<file path="src/rtl/sema_pkg.sv">
`timescale 1ns/1ps
package sema_pkg;
  localparam int unsigned DEF_CPU_BIT = 14;
  localparam int unsigned DEF_FW_BIT  = 15;

  typedef enum logic [1:0] {
    OWN_NONE = 2'd0,
    OWN_CPU  = 2'd1,
    OWN_FW   = 2'd2
  } owner_e;
endpackage

</file>
<file path="src/rtl/sema_rst_sync.sv">
`timescale 1ns/1ps
module sema_rst_sync (
  input  logic clk,
  input  logic rst_n,
  output logic rst_n_sync
);
  logic [1:0] stage_q;

  always_ff @(posedge clk or negedge rst_n) begin
    if (!rst_n) stage_q <= 2'b00;
    else        stage_q <= {stage_q[0], 1'b1};
  end

  assign rst_n_sync = stage_q[1];
endmodule

</file>
<file path="src/rtl/sema_flag_reg.sv">
`timescale 1ns/1ps
module sema_flag_reg #(
  parameter int unsigned REG_W   = 16,
  parameter int unsigned CPU_BIT = 14,
  parameter int unsigned FW_BIT  = 15
) (
  input  logic             clk,
  input  logic             rst_n,
  input  logic             cpu_wr_en,
  input  logic [REG_W-1:0] cpu_wr_data,
  input  logic [REG_W-1:0] cpu_wr_mask,
  input  logic             fw_wr_en,
  input  logic [REG_W-1:0] fw_wr_data,
  input  logic [REG_W-1:0] fw_wr_mask,
  output logic [REG_W-1:0] sema_q
);
  localparam logic [REG_W-1:0] ONE      = {{(REG_W-1){1'b0}}, 1'b1};
  localparam logic [REG_W-1:0] CPU_SEL  = ONE << CPU_BIT;
  localparam logic [REG_W-1:0] FW_SEL   = ONE << FW_BIT;

  logic [REG_W-1:0] cpu_eff, fw_eff, sema_d;
  logic             load_en;

  // each master is fenced off from the other's flag bit
  assign cpu_eff = cpu_wr_en ? (cpu_wr_mask & ~FW_SEL)  : '0;
  assign fw_eff  = fw_wr_en  ? (fw_wr_mask  & ~CPU_SEL) : '0;
  assign load_en = (|cpu_eff) | (|fw_eff);

  always_comb begin
    sema_d = sema_q;
    sema_d = (sema_d & ~cpu_eff) | (cpu_wr_data & cpu_eff);
    // firmware applied last: it wins overlapping low bits
    sema_d = (sema_d & ~fw_eff)  | (fw_wr_data  & fw_eff);
  end

  always_ff @(posedge clk or negedge rst_n) begin
    if (!rst_n)       sema_q <= '0;
    else if (load_en) sema_q <= sema_d;
  end
endmodule

</file>
<file path="src/rtl/sema_grant.sv">
`timescale 1ns/1ps
module sema_grant
  import sema_pkg::*;
(
  input  logic clk,
  input  logic rst_n,
  input  logic cpu_flag,
  input  logic fw_flag,
  output logic cpu_grant,
  output logic fw_grant,
  output logic conflict
);
  owner_e own_q, own_d;
  logic   clash_q, clash_d;

  always_comb begin
    own_d   = own_q;
    clash_d = 1'b0;
    unique case (own_q)
      OWN_CPU: if (!cpu_flag) own_d = fw_flag  ? OWN_FW  : OWN_NONE;
      OWN_FW:  if (!fw_flag)  own_d = cpu_flag ? OWN_CPU : OWN_NONE;
      default: begin
        if (fw_flag) begin
          own_d   = OWN_FW;
          clash_d = cpu_flag;
        end else if (cpu_flag) begin
          own_d = OWN_CPU;
        end else begin
          own_d = OWN_NONE;
        end
      end
    endcase
  end

  always_ff @(posedge clk or negedge rst_n) begin
    if (!rst_n) begin
      own_q   <= OWN_NONE;
      clash_q <= 1'b0;
    end else begin
      own_q   <= own_d;
      clash_q <= clash_d;
    end
  end

  assign cpu_grant = (own_q == OWN_CPU);
  assign fw_grant  = (own_q == OWN_FW);
  assign conflict  = clash_q;
endmodule

</file>
<file path="src/rtl/sema_wdog.sv">
`timescale 1ns/1ps
module sema_wdog #(
  parameter int unsigned WD_W = 16
) (
  input  logic            clk,
  input  logic            rst_n,
  input  logic            claim,
  input  logic            held,
  input  logic [WD_W-1:0] limit,
  output logic            expired
);
  logic [WD_W-1:0] cnt_q, cnt_d;
  logic            waiting, cnt_en;

  assign waiting = claim & ~held;
  assign cnt_en  = waiting | (cnt_q != '0);

  always_comb begin
    if (!waiting)          cnt_d = '0;
    else if (cnt_q < limit) cnt_d = cnt_q + 1'b1;
    else                   cnt_d = cnt_q;
  end

  always_ff @(posedge clk or negedge rst_n) begin
    if (!rst_n)      cnt_q <= '0;
    else if (cnt_en) cnt_q <= cnt_d;
  end

  assign expired = waiting && (limit != '0) && (cnt_q >= limit);
endmodule

</file>
<file path="src/rtl/hw_own_sema.sv">
`timescale 1ns/1ps
module hw_own_sema #(
  parameter int unsigned REG_W   = 16,
  parameter int unsigned CPU_BIT = sema_pkg::DEF_CPU_BIT,
  parameter int unsigned FW_BIT  = sema_pkg::DEF_FW_BIT,
  parameter int unsigned WD_W    = 16,
  parameter bit          WD_EN   = 1'b1
) (
  input  logic             clk,
  input  logic             rst_n,
  input  logic             cpu_wr_en,
  input  logic [REG_W-1:0] cpu_wr_data,
  input  logic [REG_W-1:0] cpu_wr_mask,
  input  logic             fw_wr_en,
  input  logic [REG_W-1:0] fw_wr_data,
  input  logic [REG_W-1:0] fw_wr_mask,
  input  logic [WD_W-1:0]  wd_limit,
  output logic [REG_W-1:0] sema_rd,
  output logic             cpu_grant,
  output logic             fw_grant,
  output logic             conflict,
  output logic             cpu_timeout,
  output logic             fw_timeout
);
  localparam int unsigned N_AGENT = 2;

  logic               rst_n_int;
  logic [N_AGENT-1:0] claim_v, held_v, tmo_v;

  sema_rst_sync u_rst (
    .clk        (clk),
    .rst_n      (rst_n),
    .rst_n_sync (rst_n_int)
  );

  sema_flag_reg #(.REG_W(REG_W), .CPU_BIT(CPU_BIT), .FW_BIT(FW_BIT)) u_flags (
    .clk         (clk),
    .rst_n       (rst_n_int),
    .cpu_wr_en   (cpu_wr_en),
    .cpu_wr_data (cpu_wr_data),
    .cpu_wr_mask (cpu_wr_mask),
    .fw_wr_en    (fw_wr_en),
    .fw_wr_data  (fw_wr_data),
    .fw_wr_mask  (fw_wr_mask),
    .sema_q      (sema_rd)
  );

  sema_grant u_grant (
    .clk       (clk),
    .rst_n     (rst_n_int),
    .cpu_flag  (sema_rd[CPU_BIT]),
    .fw_flag   (sema_rd[FW_BIT]),
    .cpu_grant (cpu_grant),
    .fw_grant  (fw_grant),
    .conflict  (conflict)
  );

  assign claim_v = {sema_rd[FW_BIT], sema_rd[CPU_BIT]};
  assign held_v  = {fw_grant, cpu_grant};

  generate
    if (WD_EN) begin : g_wd
      for (genvar a = 0; a < N_AGENT; a++) begin : g_agent
        sema_wdog #(.WD_W(WD_W)) u_wd (
          .clk     (clk),
          .rst_n   (rst_n_int),
          .claim   (claim_v[a]),
          .held    (held_v[a]),
          .limit   (wd_limit),
          .expired (tmo_v[a])
        );
      end
    end else begin : g_no_wd
      logic unused_wd;
      assign unused_wd = ^{wd_limit, claim_v, held_v};
      assign tmo_v     = '0;
    end
  endgenerate

  assign cpu_timeout = tmo_v[0];
  assign fw_timeout  = tmo_v[1];
endmodule

</file>
<file path="config.mk">
export PLATFORM = sky130hd
export DESIGN_NAME = hw_own_sema
export DESIGN_NICKNAME = d
export VERILOG_FILES = /design/src/rtl/sema_pkg.sv /design/src/rtl/sema_rst_sync.sv /design/src/rtl/sema_flag_reg.sv /design/src/rtl/sema_grant.sv /design/src/rtl/sema_wdog.sv /design/src/rtl/hw_own_sema.sv
export SDC_FILE = /design/constraint.sdc
export NUM_CORES = 1
export LEC_CHECK = 0
export ABC_AREA = 1
export BUFFER_PORTS_ARGS = -buffer_cell sky130_fd_sc_hd__clkbuf_2
export CORE_MARGIN = 2
export CORE_UTILIZATION = 45
export DETAILED_ROUTE_END_ITERATION = 12
export GPL_ROUTABILITY_DRIVEN = 0
export PLACE_DENSITY = 0.72
export SKIP_LAST_GASP = 1
export SYNTH_ARGS = -nofsm -noshare
export SYNTH_HDL_FRONTEND = slang
export SYNTH_SLANG_ARGS = --single-unit
</file>
<file path="constraint.sdc">
create_clock -name clk -period 1.5 [get_ports clk]
set_input_delay 0.15 -clock clk [delete_from_list [all_inputs] [get_ports clk]]
set_output_delay 0.15 -clock clk [all_outputs]
set_load 0.01 [all_outputs]
</file>
Yosys cells after proc, flatten, opt, wreduce, memory -nomap -nowiden
Cells that the tools add are included.
{"block": "totals", "out_inout_bits": 21, "elab_cells": 60, "input_bits": 84, "regBits": 53}
{"block": "op_classes", "mux": 14, "n_addsub": 2, "magnitude_cmp": 4, "eq_ne": 6, "n_reduce_logical": 13, "bitwise_logic": 15}
{"cell": "2-to-1 mux 16 bit", "count": 5}
{"cell": "bitwise AND 16 bit", "count": 4}
{"cell": "nonzero test 16 bit", "count": 3}
{"cell": "adder 16 x 1 -> 16 bit, second input constant", "count": 2}
{"cell": "greater-or-equal comparator 16 bit", "count": 2}
{"cell": "less-than comparator 16 bit", "count": 2}
{"cell": "inverter 16 bit", "count": 2}
{"cell": "OR 16 bit", "count": 2}
{"cell": "OR reduction 16 bit", "count": 2}
{"cell": "2-to-1 mux 15 bit", "count": 1}
{"cell": "2-to-1 mux 2 bit", "count": 4}
{"cell": "!= test 2 bit, second input constant", "count": 4}
{"cell": "AND reduction 2 bit", "count": 3}
{"cell": "logical AND 1 bit", "count": 4}
{"cell": "case mux 2 bit (2 select lines)", "count": 1}
{"cell": "2-to-1 mux 1 bit", "count": 3}
{"cell": "OR 1 bit", "count": 3}
{"cell": "bitwise AND 1 bit", "count": 2}
{"cell": "equality test 2 x 1 -> 1 bit, second input constant", "count": 1}
{"cell": "equality test 2 bit, second input constant", "count": 1}
{"cell": "inverter 1 bit", "count": 2}
{"cell": "OR reduction 2 bit", "count": 1}

Logic depth before layout (Yosys ltp)
{"block": "depth", "depth_word": 6, "ltp_mapped": 15, "mapped_depth_nobuf": 14}

Cells and area by module
A second synthesis with hierarchy kept.
{"block": "hier_totals", "hier_cells": 633, "area_unflattened_um2": 4245.3}
{"mod": "sema_wdog", "instances": 2, "cells_each": 232, "area_each_um2": 1522.7, "seq_area_each_um2": 400.4}
{"mod": "sema_flag_reg", "instances": 1, "cells_each": 141, "area_each_um2": 948.4, "seq_area_each_um2": 400.4}
{"mod": "sema_grant", "instances": 1, "cells_each": 25, "area_each_um2": 197.7, "seq_area_each_um2": 75.1}
{"mod": "sema_rst_sync", "instances": 1, "cells_each": 3, "area_each_um2": 53.8, "seq_area_each_um2": 50.0}

Worst setup path before layout
OpenSTA, ideal clock, no wires.
{"block": "synth_path", "path_type": "register -> register", "startpoint": "reg g_wd.g_agent[1].u_wd.cnt_q[5]", "endpoint": "reg g_wd.g_agent[1].u_wd.cnt_q[12]", "arrival_ps": 1565, "required_ps": 1383, "stages_incl_launch_ff": 11, "synth_period_minus_slack_ps": 1682, "setup_ps": 117, "n_path_buf": 1, "setup_slack_ps": -182, "cell_sequence": "dfrtp_1 > ha_1 > a21oi_1 > nor2_1 > nor2_1 > nand2_1 > nand2_1 > nand3_2 > buf_4 > nand3_1 > nand2_1"}
{"block": "synth_between", "elab_chain_len": 3, "word_cells_on_any_way": 8, "classes_between": "add/sub (1); order compare (1); eq/ne (1); mux (2); bitwise (1); reduce/logical (2)"}
{"element": "start, declared", "line": "sema_wdog.sv:12", "source": "logic [WD_W-1:0] cnt_q, cnt_d;"}
{"element": "start signal, assigned", "line": "sema_wdog.sv:26", "source": "else if (cnt_en) cnt_q <= cnt_d;"}
{"element": "adder 16 x 1 -> 16 bit, or another cell as far along", "line": "sema_wdog.sv:20", "source": "else if (cnt_q < limit) cnt_d = cnt_q + 1'b1;"}
{"element": "2-to-1 mux 16 bit, or another cell as far along", "line": "sema_wdog.sv:20"}
{"element": "2-to-1 mux 16 bit or AND reduction 2 bit (tied branches)"}
Parallel ways exist; a longest one is shown, timed or not. The select of a mux whose other input is x is not followed.
A chain may end at the register's enable or synchronous reset.

Final worst setup path
{"block": "layout_path", "startpoint": "reg g_wd.g_agent[1].u_wd.cnt_q[11]", "endpoint": "out fw_timeout"}
{"block": "layout_between", "elab_chain_len": 2}
{"element": "greater-or-equal comparator 16 bit", "line": "sema_wdog.sv:29", "source": "assign expired = waiting && (limit != '0) && (cnt_q >= limit);"}
{"element": "logical AND 1 bit", "line": "sema_wdog.sv:29"}
{"element": "end, declared", "line": "hw_own_sema.sv:23", "source": "output logic fw_timeout"}
No other way between the ends.

==> run summary <==
outcome -> complete, but fails checks
failing checks -> negative setup slack
die width -> 100 µm
WS Path Type -> flip-flop to primary output
initial antenna violation count -> 0
post-synth top area cell -> dfrtp_1
NetSw -> 2.37 mW
Layout Utilization -> 64.4%
most common cell in the synthesized netlist -> nand2_1
proportion of layout cells with a drive suffix above 1 -> 35.5%
Worst EP required -> 1350 ps
Peak VDD IR -> 529 µV
CP max stage cell -> dfrtp_1
DR WL/cell -> 14.0 µm
Routed Antenna Nets -> 0
I/O pin count -> 105
worst endpoint data arrival time -> 1850 ps
Site Rows -> 35
TNS Setup -> -10300 ps
Top FF cell, synth -> dfrtp_1
clock power share -> 14.6%
Post-synth EDFFs -> 0
Post-Synthesis Cells -> 590
largest net degree at the start of global routing -> 30
Total GRT Usage -> 22.7%
Worst-Margin Slew -> 504 ps
Largest stage delay, worst path -> 430 ps
dpl ws -> -280 ps
H-tree depth -> 2
clock-pin transition on the worst setup and hold timing paths -> 100 ps
# setup viols final -> 34
Max Clk Rate -> 500 MHz
synth unique cells -> 36
total CTS buffers -> 5
P&R area growth vs syn -> 40.9%
CP endpoint kind -> primary output
Worst path top cell family by delay -> compound AO/OA/AOI/OAI gates
startpoint types -> flip-flop
Internal Power -> 3.35 mW
Final Hold Vio Count -> 0
placed insts -> 843
Post-synth top cells -> nand2_1, nand3_1, inv_1, dfrtp_1, nor2_1
DP HPWL -> 9140 µm
CP max FO -> 3
number of global-route vias before repair -> 4229
CTS Root Cell -> clkbuf_8
core footprint -> 0.00915 mm²
slew margin rel. -> 66.4%
Syn Nets -> 712
Layout Skew -> 6.26 ps
R2R Setup Slk -> -350 ps
top post-synthesis cells by area -> dfrtp_1, nand2_1, ha_1, nand3_1, inv_1
Vias -> 4627
Clk Latency, worst-skew pair -> 310 ps
max_cap viols -> 0
FF/Latch Area -> 0.00133 mm²
first-pass GRT wire length -> 18500 µm
CP cell instances -> ha_4 -> a21oi_2 -> nand2_1 -> a21oi_2 -> nand2_1 -> o21bai_1 -> inv_1 -> buf_2
synth warn -> 0
1st-pass router iterations -> 4
ys async rst share -> 100%
Final Cycle Share -> 133%
Worst Hold Class -> primary input to flip-flop
FF+latch count, synth -> 53
Static Leak -> 3.15 nW
Layout fillers -> 748
syn_area_per_cell -> 7.09 µm²
DIE HEIGHT -> 100 µm
Reg power frac -> 30.4%
Sw Share -> 41.5%
Post-Route WL -> 12300 µm
final total power -> 5.72 mW
Synth top area share -> 31.7%
multi-input logic area -> 0.00290 mm²
share of the yosys chip area belonging to registers -> 31.7%
total gr overflow -> 0
nets -> 885
DRC -> 0
Final min period -> 2000 ps
PD cells -> 970 mW/mm²
Finished Layout Cells -> 875
worst setup margin -> -502 ps
synthesized cell area -> 0.00419 mm²
CP Buf/Inv Count -> 2
Die Area -> 0.0101 mm²
CTS tree -> yes
Port Buffers -> 100
Final Slew Violations -> 0
initial core utilization -> 45.7%
Detailed Route Iter0 Violations -> 188
CTS Sinks -> 53
number of vias per cell -> 5.29
combinational fraction of design power -> 55.0%
RSZ-0062 raised after global routing -> yes
diode count -> 0
CTS max path bufs -> 2
## layer usage
layer | wire length [µm] | GRT usage [%] | up-vias
met2 | 6370 | 41.9 | 178
met1 | 5020 | 28.0 | 2127
met4 | 170 | 5.16 | 0
met3 | 698 | 3.20 | 16
met5 | 0 | 0 | -
li1 | - | - | 2306
## cell usage in the layout (no fill, tap or decap), drive strengths merged
| master | instances |
|---|---|
| dlygate4sd3 | 1 |
| buf | 82 |
| nand4 | 23 |
| nor4 | 4 |
| ha | 38 |
| a21oi | 19 |
| o21a | 2 |
| o211ai | 1 |
| conb | 1 |
| nor3 | 14 |
| and3 | 1 |
| a31oi | 1 |
| o2111ai | 1 |
| clkinv | 1 |
| o21bai | 1 |
| o21ai | 8 |
| nand2 | 171 |
| clkbuf | 105 |
| xor2 | 13 |
| inv | 64 |
| a21o | 2 |
| xnor2 | 2 |
| nor2 | 58 |
| dfrtp | 53 |
| nand3 | 98 |
## power by group through the flow
stage	logic [mW]	registers, mW	clock network (mW)
finish	3.15	1.74	0.837
global route	3.43	1.76	0.915
CTS	2.54	1.73	0.858
detailed placement	2.45	1.75	0
global placement	2.36	1.75	0
floorplan	1.46	1.83	0
## cells by family (layout without fill, tap and decap cells)
| group | Yosys count | in the layout | share of synthesized area [%] |
|---|---|---|---|
| other cells | 1 | 1 | 0.0896 |
| simple gates | 367 | 369 | 40.5 |
| xor+xnor | 15 | 15 | 3.14 |
| flops | 53 | 53 | 31.7 |
| compound gates | 35 | 35 | 4.84 |
| buf+inv | 81 | 253 | 8.37 |
| fa+ha+maj | 38 | 38 | 11.4 |
## final timing paths
| kind | endpoint | start | cells past startpoint |
|---|---|---|---|
| worst max-delay path | fw_timeout | g_wd.g_agent[1].u_wd.cnt_q[11]$_DFFE_PN0P_ | 8 |
| worst min-delay path | flip-flop | fw_wr_data[15] | 3 |
| worst max register to register | g_wd.g_agent[1].u_wd.cnt_q[14]$_DFFE_PN0P_ | g_wd.g_agent[1].u_wd.cnt_q[11]$_DFFE_PN0P_ | 9 |
| worst min register to register | asynchronous set/reset pin | u_rst.stage_q[1]$_DFF_PN0_ | 0 |
| max in group asynchronous | g_wd.g_agent[0].u_wd.cnt_q[10]$_DFFE_PN0P_ | u_rst.stage_q[1]$_DFF_PN0_ | 1 |
| min in group asynchronous | u_rst.stage_q[1]$_DFF_PN0_ | rst_n | 2 |
## per-stage QoR
step | hold slack, ps | cell area [µm²]
final | 78.3 | 5900
after global routing | 62.4 | 5900
after CTS | 70.0 | 5450
after detailed placement | -61.0 | 5270
after global placement | -65.4 | 5270
after floorplan | -146 | 4290
## cell type report
type	instances	share of cell area, %
timing repair buffer	182	20.5
clock inverter	2	0.233
tap	111	2.36
inverter	63	4.10
clock buffer	6	1.23
sequential	53	22.5
multi-input combinational	458	49.1
## worst min-delay path: stages
cell and delay [ps]:
clkbuf_2 80, nor2_1 90, a21oi_1 50
## what timing repair did
| item | CTS | global route |
|---|---|---|
| gates resized for setup | 9 | 57 |
| endpoints found under the setup margin | 34 | 36 |
| setup buffers | 5 | 15 |
| cloned | 0 | 3 |
| hold buffers | 1 | 0 |
| hold endpoints to repair | 2 | 0 |
| pin swaps | 9 | 18 |
Note: power is estimated with default switching activity, not from simulation.
